### src/rtl/psc_pkg.sv
// Shared constants for the phase-shifted carrier PWM generator.
// Assumes a gate bundle of four bits per cell in the order given by gate_idx_e.
package psc_pkg;
    typedef enum int {
        G_LU = 0,  // left leg, upper switch
        G_LL = 1,  // left leg, lower switch
        G_RU = 2,  // right leg, upper switch
        G_RL = 3   // right leg, lower switch
    } gate_idx_e;

    localparam int GATES_PER_CELL = 4;
endpackage

### src/rtl/psc_phase_ctr.sv
// Phase counter, reference hold register and valley sync pulse.
// Assumes step_i >= 1 and that step_i is held constant while enabled.
module psc_phase_ctr #(
    parameter int NCELL  = 5,
    parameter int STEP_W = 8,
    parameter int REF_W  = 16,
    parameter int PH_W   = STEP_W + 5
) (
    input  logic                    clk,
    input  logic                    rst_n,
    input  logic                    en_i,
    input  logic [STEP_W-1:0]       step_i,
    input  logic signed [REF_W-1:0] ref_i,
    output logic [PH_W-1:0]         ph_o,
    output logic signed [REF_W-1:0] ref_o,
    output logic                    sync_o
);
    localparam int NCAR = 2 * NCELL;

    logic [PH_W-1:0]         ph_q;
    logic signed [REF_W-1:0] ref_q;
    logic                    sync_q;
    logic [PH_W-1:0]         per_w;
    logic [PH_W-1:0]         half_w;

    // Period and peak phase, both derived from the spacing.
    always_comb begin
        per_w  = PH_W'(NCAR) * PH_W'(step_i);
        half_w = PH_W'(NCELL) * PH_W'(step_i);
    end

    // Advance the phase, hold the reference from peak to peak, and flag the valley.
    always_ff @(posedge clk) begin
        if (!rst_n || !en_i) begin
            ph_q   <= '0;
            ref_q  <= '0;
            sync_q <= 1'b0;
        end else begin
            sync_q <= (ph_q == '0);
            if (ph_q >= per_w - 1'b1) ph_q <= '0;
            else                      ph_q <= ph_q + 1'b1;
            if (ph_q == half_w) ref_q <= ref_i;
        end
    end

    assign ph_o   = ph_q;
    assign ref_o  = ref_q;
    assign sync_o = sync_q;

    // the phase wraps to zero at the end of the period.
    a_r2_wrap: assert property (@(posedge clk) disable iff (!rst_n)
        (en_i && ph_q >= per_w - 1'b1) |=> (ph_q == '0));

    // the phase steps by one inside the period.
    a_r2_advance: assert property (@(posedge clk) disable iff (!rst_n)
        (en_i && ph_q < per_w - 1'b1) |=> (ph_q == $past(ph_q) + 1'b1));

    // the held reference changes only at the peak phase.
    a_r6_ref_hold: assert property (@(posedge clk) disable iff (!rst_n)
        (en_i && ph_q != half_w) |=> (ref_q == $past(ref_q)));

    // a sync pulse follows a zero phase.
    a_r10_sync_valley: assert property (@(posedge clk) disable iff (!rst_n)
        sync_q |-> ($past(ph_q) == '0));
endmodule

### src/rtl/psc_carrier_tap.sv
// One bipolar triangular carrier, delayed by IDX spacings from carrier 0.
// Assumes ph_i < 10*step_i; output range is -5S..+5S.
module psc_carrier_tap #(
    parameter int IDX    = 0,
    parameter int NCELL  = 5,
    parameter int STEP_W = 8,
    parameter int PH_W   = STEP_W + 5,
    parameter int CW     = 18
) (
    input  logic [PH_W-1:0]      ph_i,
    input  logic [STEP_W-1:0]    step_i,
    output logic signed [CW-1:0] car_o
);
    localparam int NCAR = 2 * NCELL;

    logic [PH_W-1:0]      per_w;
    logic [PH_W-1:0]      half_w;
    logic [PH_W-1:0]      off_w;
    logic [PH_W-1:0]      ph_k;
    logic [PH_W-1:0]      tri_w;
    logic signed [CW-1:0] tri_s;

    // Delayed phase modulo the period, folded into a triangle, then centred on zero.
    always_comb begin
        per_w  = PH_W'(NCAR) * PH_W'(step_i);
        half_w = PH_W'(NCELL) * PH_W'(step_i);
        off_w  = PH_W'(IDX) * PH_W'(step_i);
        ph_k   = (ph_i >= off_w) ? (ph_i - off_w) : (ph_i + per_w - off_w);
        tri_w  = (ph_k <= half_w) ? ph_k : (per_w - ph_k);
        tri_s  = $signed(CW'(tri_w));
        car_o  = (tri_s <<< 1) - $signed(CW'(half_w));
    end
endmodule

### src/rtl/psc_leg_cmp.sv
// One H-bridge leg: registered compare of reference against carrier.
// The upper switch follows (ref > carrier), the lower is its complement;
// both are off while reset or disabled.
module psc_leg_cmp #(
    parameter int CW = 18
) (
    input  logic                 clk,
    input  logic                 rst_n,
    input  logic                 en_i,
    input  logic signed [CW-1:0] ref_i,
    input  logic signed [CW-1:0] car_i,
    output logic                 up_o,
    output logic                 lo_o
);
    logic up_q;
    logic lo_q;
    logic hit;

    // Comparator result for this leg.
    always_comb hit = (ref_i > car_i);

    // Register complementary gates, forcing both off when idle.
    always_ff @(posedge clk) begin
        if (!rst_n || !en_i) begin
            up_q <= 1'b0;
            lo_q <= 1'b0;
        end else begin
            up_q <= hit;
            lo_q <= ~hit;
        end
    end

    assign up_o = up_q;
    assign lo_o = lo_q;

    // the two switches of a leg are never on together.
    a_r5_no_shoot: assert property (@(posedge clk) disable iff (!rst_n)
        !(up_q && lo_q));

    // while running, exactly one switch of the leg is on.
    a_r5_complement: assert property (@(posedge clk) disable iff (!rst_n)
        ($past(en_i) && $past(rst_n)) |-> (up_q != lo_q));

    // a disabled cycle leaves both switches off.
    a_r1_off: assert property (@(posedge clk) disable iff (!rst_n)
        !$past(en_i) |-> (!up_q && !lo_q));
endmodule

### src/rtl/psc_pwm_top.sv
// Phase-shifted ten-carrier PWM for a five-cell cascaded full-bridge phase.
// Cell c: left leg vs carrier c, right leg vs carrier c+NCELL with negated reference.
// Assumes step_i >= 1 and constant while enabled; reference full scale is ±NCELL*step_i.
module psc_pwm_top #(
    parameter int NCELL  = 5,
    parameter int STEP_W = 8,
    parameter int REF_W  = 16
) (
    input  logic                    clk,
    input  logic                    rst_n,
    input  logic                    en_i,
    input  logic [STEP_W-1:0]       step_i,
    input  logic signed [REF_W-1:0] ref_i,
    output logic [4*NCELL-1:0]      gate_o,
    output logic                    sync_o
);
    import psc_pkg::*;

    localparam int NCAR = 2 * NCELL;
    localparam int PH_W = STEP_W + $clog2(NCAR) + 1;
    localparam int CW   = ((REF_W > PH_W + 2) ? REF_W : PH_W + 2) + 1;

    logic [PH_W-1:0]         ph;
    logic signed [REF_W-1:0] ref_hold;
    logic signed [CW-1:0]    ref_pos;
    logic signed [CW-1:0]    ref_neg;
    logic signed [CW-1:0]    car [NCAR];

    psc_phase_ctr #(
        .NCELL(NCELL), .STEP_W(STEP_W), .REF_W(REF_W), .PH_W(PH_W)
    ) u_ctr (
        .clk(clk), .rst_n(rst_n), .en_i(en_i), .step_i(step_i),
        .ref_i(ref_i), .ph_o(ph), .ref_o(ref_hold), .sync_o(sync_o)
    );

    // Sign-extend the held reference and form its negation for the right legs.
    always_comb begin
        ref_pos = CW'(ref_hold);
        ref_neg = -ref_pos;
    end

    for (genvar k = 0; k < NCAR; k++) begin : g_car
        psc_carrier_tap #(
            .IDX(k), .NCELL(NCELL), .STEP_W(STEP_W), .PH_W(PH_W), .CW(CW)
        ) u_tap (
            .ph_i(ph), .step_i(step_i), .car_o(car[k])
        );
    end

    for (genvar c = 0; c < NCELL; c++) begin : g_cell
        psc_leg_cmp #(.CW(CW)) u_left (
            .clk(clk), .rst_n(rst_n), .en_i(en_i),
            .ref_i(ref_pos), .car_i(car[c]),
            .up_o(gate_o[GATES_PER_CELL*c + G_LU]),
            .lo_o(gate_o[GATES_PER_CELL*c + G_LL])
        );
        psc_leg_cmp #(.CW(CW)) u_right (
            .clk(clk), .rst_n(rst_n), .en_i(en_i),
            .ref_i(ref_neg), .car_i(car[c + NCELL]),
            .up_o(gate_o[GATES_PER_CELL*c + G_RU]),
            .lo_o(gate_o[GATES_PER_CELL*c + G_RL])
        );
    end

    // a reset or disabled cycle clears every output.
    a_r1_idle: assert property (@(posedge clk)
        (!$past(rst_n) || !$past(en_i)) |-> (gate_o == '0 && !sync_o));
endmodule

### config.mk
export PLATFORM = sky130hd
export DESIGN_NAME = psc_pwm_top
export DESIGN_NICKNAME = d
export VERILOG_FILES = /design/src/rtl/psc_pkg.sv /design/src/rtl/psc_phase_ctr.sv /design/src/rtl/psc_carrier_tap.sv /design/src/rtl/psc_leg_cmp.sv /design/src/rtl/psc_pwm_top.sv
export SDC_FILE = /design/constraint.sdc
export NUM_CORES = 2
export LEC_CHECK = 0
export BUFFER_PORTS_ARGS = -buffer_cell sky130_fd_sc_hd__buf_2
export CORE_ASPECT_RATIO = 1.5
export CORE_UTILIZATION = 45
export CTS_CLUSTER_DIAMETER = 40
export DETAILED_ROUTE_END_ITERATION = 10
export PLACE_DENSITY_LB_ADDON = 0.05
export REMOVE_ABC_BUFFERS = 1
export SETUP_SLACK_MARGIN = 0.2
export SYNTH_ARGS = -nofsm -noshare
export SYNTH_HDL_FRONTEND = slang
export SYNTH_HIERARCHICAL = 1
export SYNTH_SLANG_ARGS = --single-unit
### constraint.sdc
create_clock -name clk -period 15.3 [get_ports clk]
set_input_delay 3.06 -clock clk [delete_from_list [all_inputs] [get_ports clk]]
set_output_delay 3.06 -clock clk [all_outputs]
set_load 0.03 [all_outputs]
-- Yosys cells after proc, flatten, opt, wreduce, memory -nomap -nowiden
Index checks and enable logic that the tools add are counted.
- $add $sub $neg: 42
- multiply operators: 6
- order comparisons: 31
- equal/unequal tests: 1
- mux-type cells: 20
- bitwise gates (word level): 10
- reductions and logical operators: 5
- operators by type and width (cell ; count):
    $mux 13 ; 20
    $sub 14x11->15 ; 10
    $le 13x11->1 ; 10
    $sub 12x13->13 ; 10
    $sub 13x11->13 ; 8
    $gt 17x15->1 ; 5
    $gt 16x15->1 ; 5
    $ge 13x11->1 ; 4
    $sub 13x10->13 ; 4
    $mul 3x8->11 const A ; 3
    $ge 13x10->1 ; 2
    $sub 13x12->13 ; 2
    $sub 13x8->13 ; 2
    $sub 13x9->13 ; 2
    $mul 2x8->10 const A ; 2
    $neg 16->17 ; 1
    $add 13x1->13 const B ; 1
    $add 13x12->13 ; 1
    $eq 13x11->1 ; 1
    $ge 13x1->1 const B ; 1
    $ge 13x12->1 ; 1
    $ge 13x13->1 ; 1
    $ge 13x8->1 ; 1
    $ge 13x9->1 ; 1
    7 further kinds ; 17
- register bits after elaboration: 50
- input port bits: 27
- logic and storage cells: 138

-- Depth between registers and ports, before layout
- depth in word-level cells: 9
- depth in mapped cells: 53

-- Hierarchy
Netlist, hierarchy kept.
- by module, submodules not included (module ; times used ; cells each ; area each (um^2) ; seq. area each (um^2)):
    psc_carrier_tap at g_car[7].u_tap ; 1 ; 492 ; 3741.1 ; 0.0
    psc_carrier_tap at g_car[9].u_tap ; 1 ; 479 ; 3624.7 ; 0.0
    psc_leg_cmp at g_cell[1].u_right ... ; 7 ; 66 ; 509.2 ; 40.0
    psc_carrier_tap at g_car[3].u_tap ; 1 ; 455 ; 3443.3 ; 0.0
    psc_carrier_tap at g_car[6].u_tap ; 1 ; 445 ; 3357.0 ; 0.0
    psc_carrier_tap at g_car[5].u_tap ; 1 ; 420 ; 3293.2 ; 0.0
    psc_carrier_tap at g_car[2].u_tap ; 1 ; 442 ; 3231.8 ; 0.0
    psc_carrier_tap at g_car[4].u_tap ; 1 ; 425 ; 3185.6 ; 0.0
    psc_carrier_tap at g_car[1].u_tap ; 1 ; 442 ; 3179.3 ; 0.0
    psc_carrier_tap at g_car[8].u_tap ; 1 ; 440 ; 3165.5 ; 0.0
    psc_phase_ctr ; 1 ; 271 ; 2382.3 ; 600.6
    psc_carrier_tap at g_car[0].u_tap ; 1 ; 277 ; 1985.7 ; 0.0
    psc_leg_cmp at g_cell[0].u_left ... ; 2 ; 68 ; 510.5 ; 40.0
    psc_leg_cmp at g_cell[1].u_left ; 1 ; 66 ; 503.0 ; 40.0
    psc_pwm_top ; 1 ; 41 ; 302.8 ; 0.0

-- Least setup slack after synthesis
OpenSTA, ideal clock, no wires.
- kind: input -> register
- from: input port step_i[1]
- to: register g_cell[0].u_right.up_q
- setup time: 65 ps
- arrival: 12388 ps
- path slack: 2846 ps
- stages: 51
- cells stage by stage: ha_1 -> ha_1 -> fa_1 -> a21oi_2 -> and2b_1 -> nor2_1 -> xnor2_1 -> inv_1 -> ha_1 -> nand2_1 -> a21oi_1 -> o31a_1 -> a2111oi_4 -> o41ai_2 -> or3_1 -> buf_2 -> mux2_2 -> ha_1 -> (+15 left out) -> nor2b_1 -> o21a_1 -> o21a_1 -> o21a_1 -> o21a_1 -> o21a_1 -> o21a_1 -> o21a_1 -> nor3_4 -> and3_1 -> buf_4 -> inv_1 -> ha_1 -> nand3_2 -> nor3_2 -> o21ai_0 -> o32ai_1 -> nor2b_1
- RTL lines (element ; RTL line ; text):
    from (decl) ; psc_pwm_top.sv:12 ; input logic [STEP_W-1:0] step_i,
    to (signal assigned) ; psc_leg_cmp.sv:28 ; up_q <= hit;
    to (decl) ; psc_leg_cmp.sv:15 ; logic up_q;

==> impl_metrics.toml <==
[clock_tree]
cts_resized = 0
clk_latency_ps = 310
clk_pin_slew_ps = 70
cts_tree = "yes"
ctsHoldBuffers = 0
post_cts.repair.setup_buffers = 0
clkSinkCount = 50
cts_made_buffers = 5
clock_path_buffers = 2
h-tree-depth = 2
cts_root_buf = "clkbuf_16"

[placement]
portBuffers = 47
hpwlAfterDp_mm = 105.5
place_congestion = 0.9427
dp.cells = 6451

[yosys]
yosysWarnings = 6
synth.distinct_cells = 146
yosys.area.top_type = "ha_1"
async_flop_share_pct = 0
synthCells = 5293
synthTopCellsByArea = "ha_1, inv_1, xnor2_1"
synth_ff_type = "dfxtp_1"
syn_area_um2 = 39980
synth.top_cell.area_share_pct = 27.54
yosys_register_bits = 50
yosysSeqAreaShare_pct = 2.504
avgSynthCellArea_um2 = 7.554
synth_edf_count = 0

[die]
fp.dieH_um = 367.1
dieArea_um2 = 90070
start_util_pct = 45.50
io_pins = 48
num_rows = 133
core_um2 = 87860
die_x_um = 245.4

[hold_path]
holdCritStartpoint = "u_ctr/ref_o[0]"
hold_depth = 2
hold_path.class = "reg2reg"
hold_path_end = "u_ctr/ref_o[0]"

[cells_and_area]
multi_input_area_um2 = 35560
fill_cells = 9239
drive_above_1_share_pct = 6.419
insertedDiodeCount = 0
most-common-layout-cells = "ha_1, inv_1, a21oi_1"
fin_cells = 6459
final_common_cell = "ha_1"
fin_nets = 6343
seqCellArea_um2 = 1020
area_growth_pct = 4.281

[route]
vias = 37620
wl_per_cell_um = 20.02
detail-route-antenna-nets = 0
drt_pre_antenna_iters = 6
drt-vias-per-instance = 5.824
drc = 0
drt_iter0_markers = 1809
wl_mm = 129.3

[setup_path]
cpPeakStageDelay_ps = 690
slowest_stage = "a2111oi_0"
reg2reg_to = "g_cell[0].u_right/up_o"
rr_worst_depth = 37
cpLargestDelayFamily = "compound AO/OA/AOI/OAI gates"
crit_path_frequent_cell = "o21a_1"
critical_path_class = "in2reg"
critPathCaptureType = "flip-flop"
cp.depth = 48
cp_max_fo = 19
cp.arrival_ps = 13980
rrSetupSlack_ps = 5630
r2r_start = "u_ctr/ph_o[10]"
start_kind = "input pin"
required_ps = 15540
path_buf_inv = 3

[sta]
rsz0062_at_grt = "false"
setup_violations = 0
fin_skew_ps = 7.141
finalSetupTns_ps = 0
whs_ps = 558.2
period_needed_ps = 13740
fmax_mhz = 72.79
tightest_slew_ps = 1263
fin_crit_sh_pct = 89.79
slew_headroom_pct = 15.51
slew_viol_final = 0
hold_viol_final = 0

[global_routing]
globalRouteOverflowTotal = 0
antenna_found_initial = 2
grt_first_pass_wirelength_mm = 202.4
grt_usage_pct = 28.41
grt_max_degree = 57
first_global_vias = 37740

[run]
max_cap_violations = 0

[outcome]
status = "completed"
layout make-up:
type                            instances  area share [%]
Tap cell                             1147           3.442
Sequential cell                        50           2.446
Multi-Input combinational cell       4402           85.30
Timing Repair Buffer                  112           1.798
Clock inverter                          1         0.01200
Inverter                              740           6.662
Clock buffer                            7          0.3421
tightest hold or removal path, cell delays in order, from the launching register on:
cell and delay, ps:
dfxtp_1 360, o31ai_1 90, a21oi_1 60
metal layers:
layer | GRT usage, % | up-vias | wire (um)
li1 | - | 18860 | -
met1 | 31.51 | 17790 | 51900
met2 | 54.66 | 704 | 67550
met3 | 1.710 | 265 | 3443
met4 | 12.29 | 0 | 6434
met5 | 0 | - | 0
state kept, by name, indices dropped and copies added, names as in the netlist:
signal	cells
u_ctr/sync_o	1
u_ctr/ref_o	16
u_ctr/ph_o	13
g_cell.u_right/up_o	5
g_cell.u_right/lo_o	5
g_cell.u_left/lo_o	5
g_cell.u_left/up_o	5
how the worst max path moves through the flow:
| stage | startpoint | to | slack, ps |
|---|---|---|---|
| 2_1_floorplan | step_i[1] | g_cell[0].u_right/up_o | 2820 |
| 3_3_place_gp | step_i[1] | g_cell[0].u_right/up_o | 1610 |
| 3_5_place_dp | step_i[1] | g_cell[0].u_right/up_o | 1440 |
| 4_1_cts | step_i[1] | g_cell[0].u_right/up_o | 1710 |
| 5_1_grt | step_i[1] | g_cell[0].u_right/up_o | 760 |
| 6_report | step_i[1] | g_cell[0].u_right/up_o | 1560 |
kinds of logic after synthesis:
group,share of synthesized area [%]
adder cells (fa/ha/maj),33.87
multiplexers,1.590
AO/OA/AOI/OAI,25.37
AND/OR/NAND/NOR,18.30
flip-flops,2.504
XOR/XNOR,9.814
buffers and inverters,8.547
cells in the mapped netlist, types with 17 or more instances:
master	n
nor3_1	114
o31a_1	20
or3_1	27
xnor2_1	286
a211o_1	20
buf_4	31
mux2i_1	41
ha_1	880
o2111ai_1	20
nand2b_1	69
o31ai_1	45
and3_1	34
o211ai_1	33
a21oi_1	402
o21ai_0	268
buf_2	25
nor2_1	387
nand3_1	96
nor2b_1	92
nand3b_1	19
clkbuf_1	28
xor2_1	139
nand2_1	301
and2_1	27
o21ai_1	23
a211oi_1	61
a31oi_1	40
a21boi_0	19
fa_1	125
nor4_1	17
or2_2	27
inv_1	736
dfxtp_1	50
a21o_1	136
o21a_1	117
o21bai_1	52
nand4_1	77
through the flow:
stage / setup slack, ps / utilization, % / instance area [um^2]
6_report: 1562 / 47.45 / 41690
5_1_grt: 763.1 / 47.45 / 41690
4_1_cts: 1715 / 47.45 / 41690
3_5_place_dp: 1445 / 47.28 / 41540
3_3_place_gp: 1606 / 47.28 / 41540
2_1_floorplan: 2820 / - / 39340
Power is left out: the tool's default activity adds up to more than one toggle a clock period on the data nets, which glitch-free logic cannot reach.
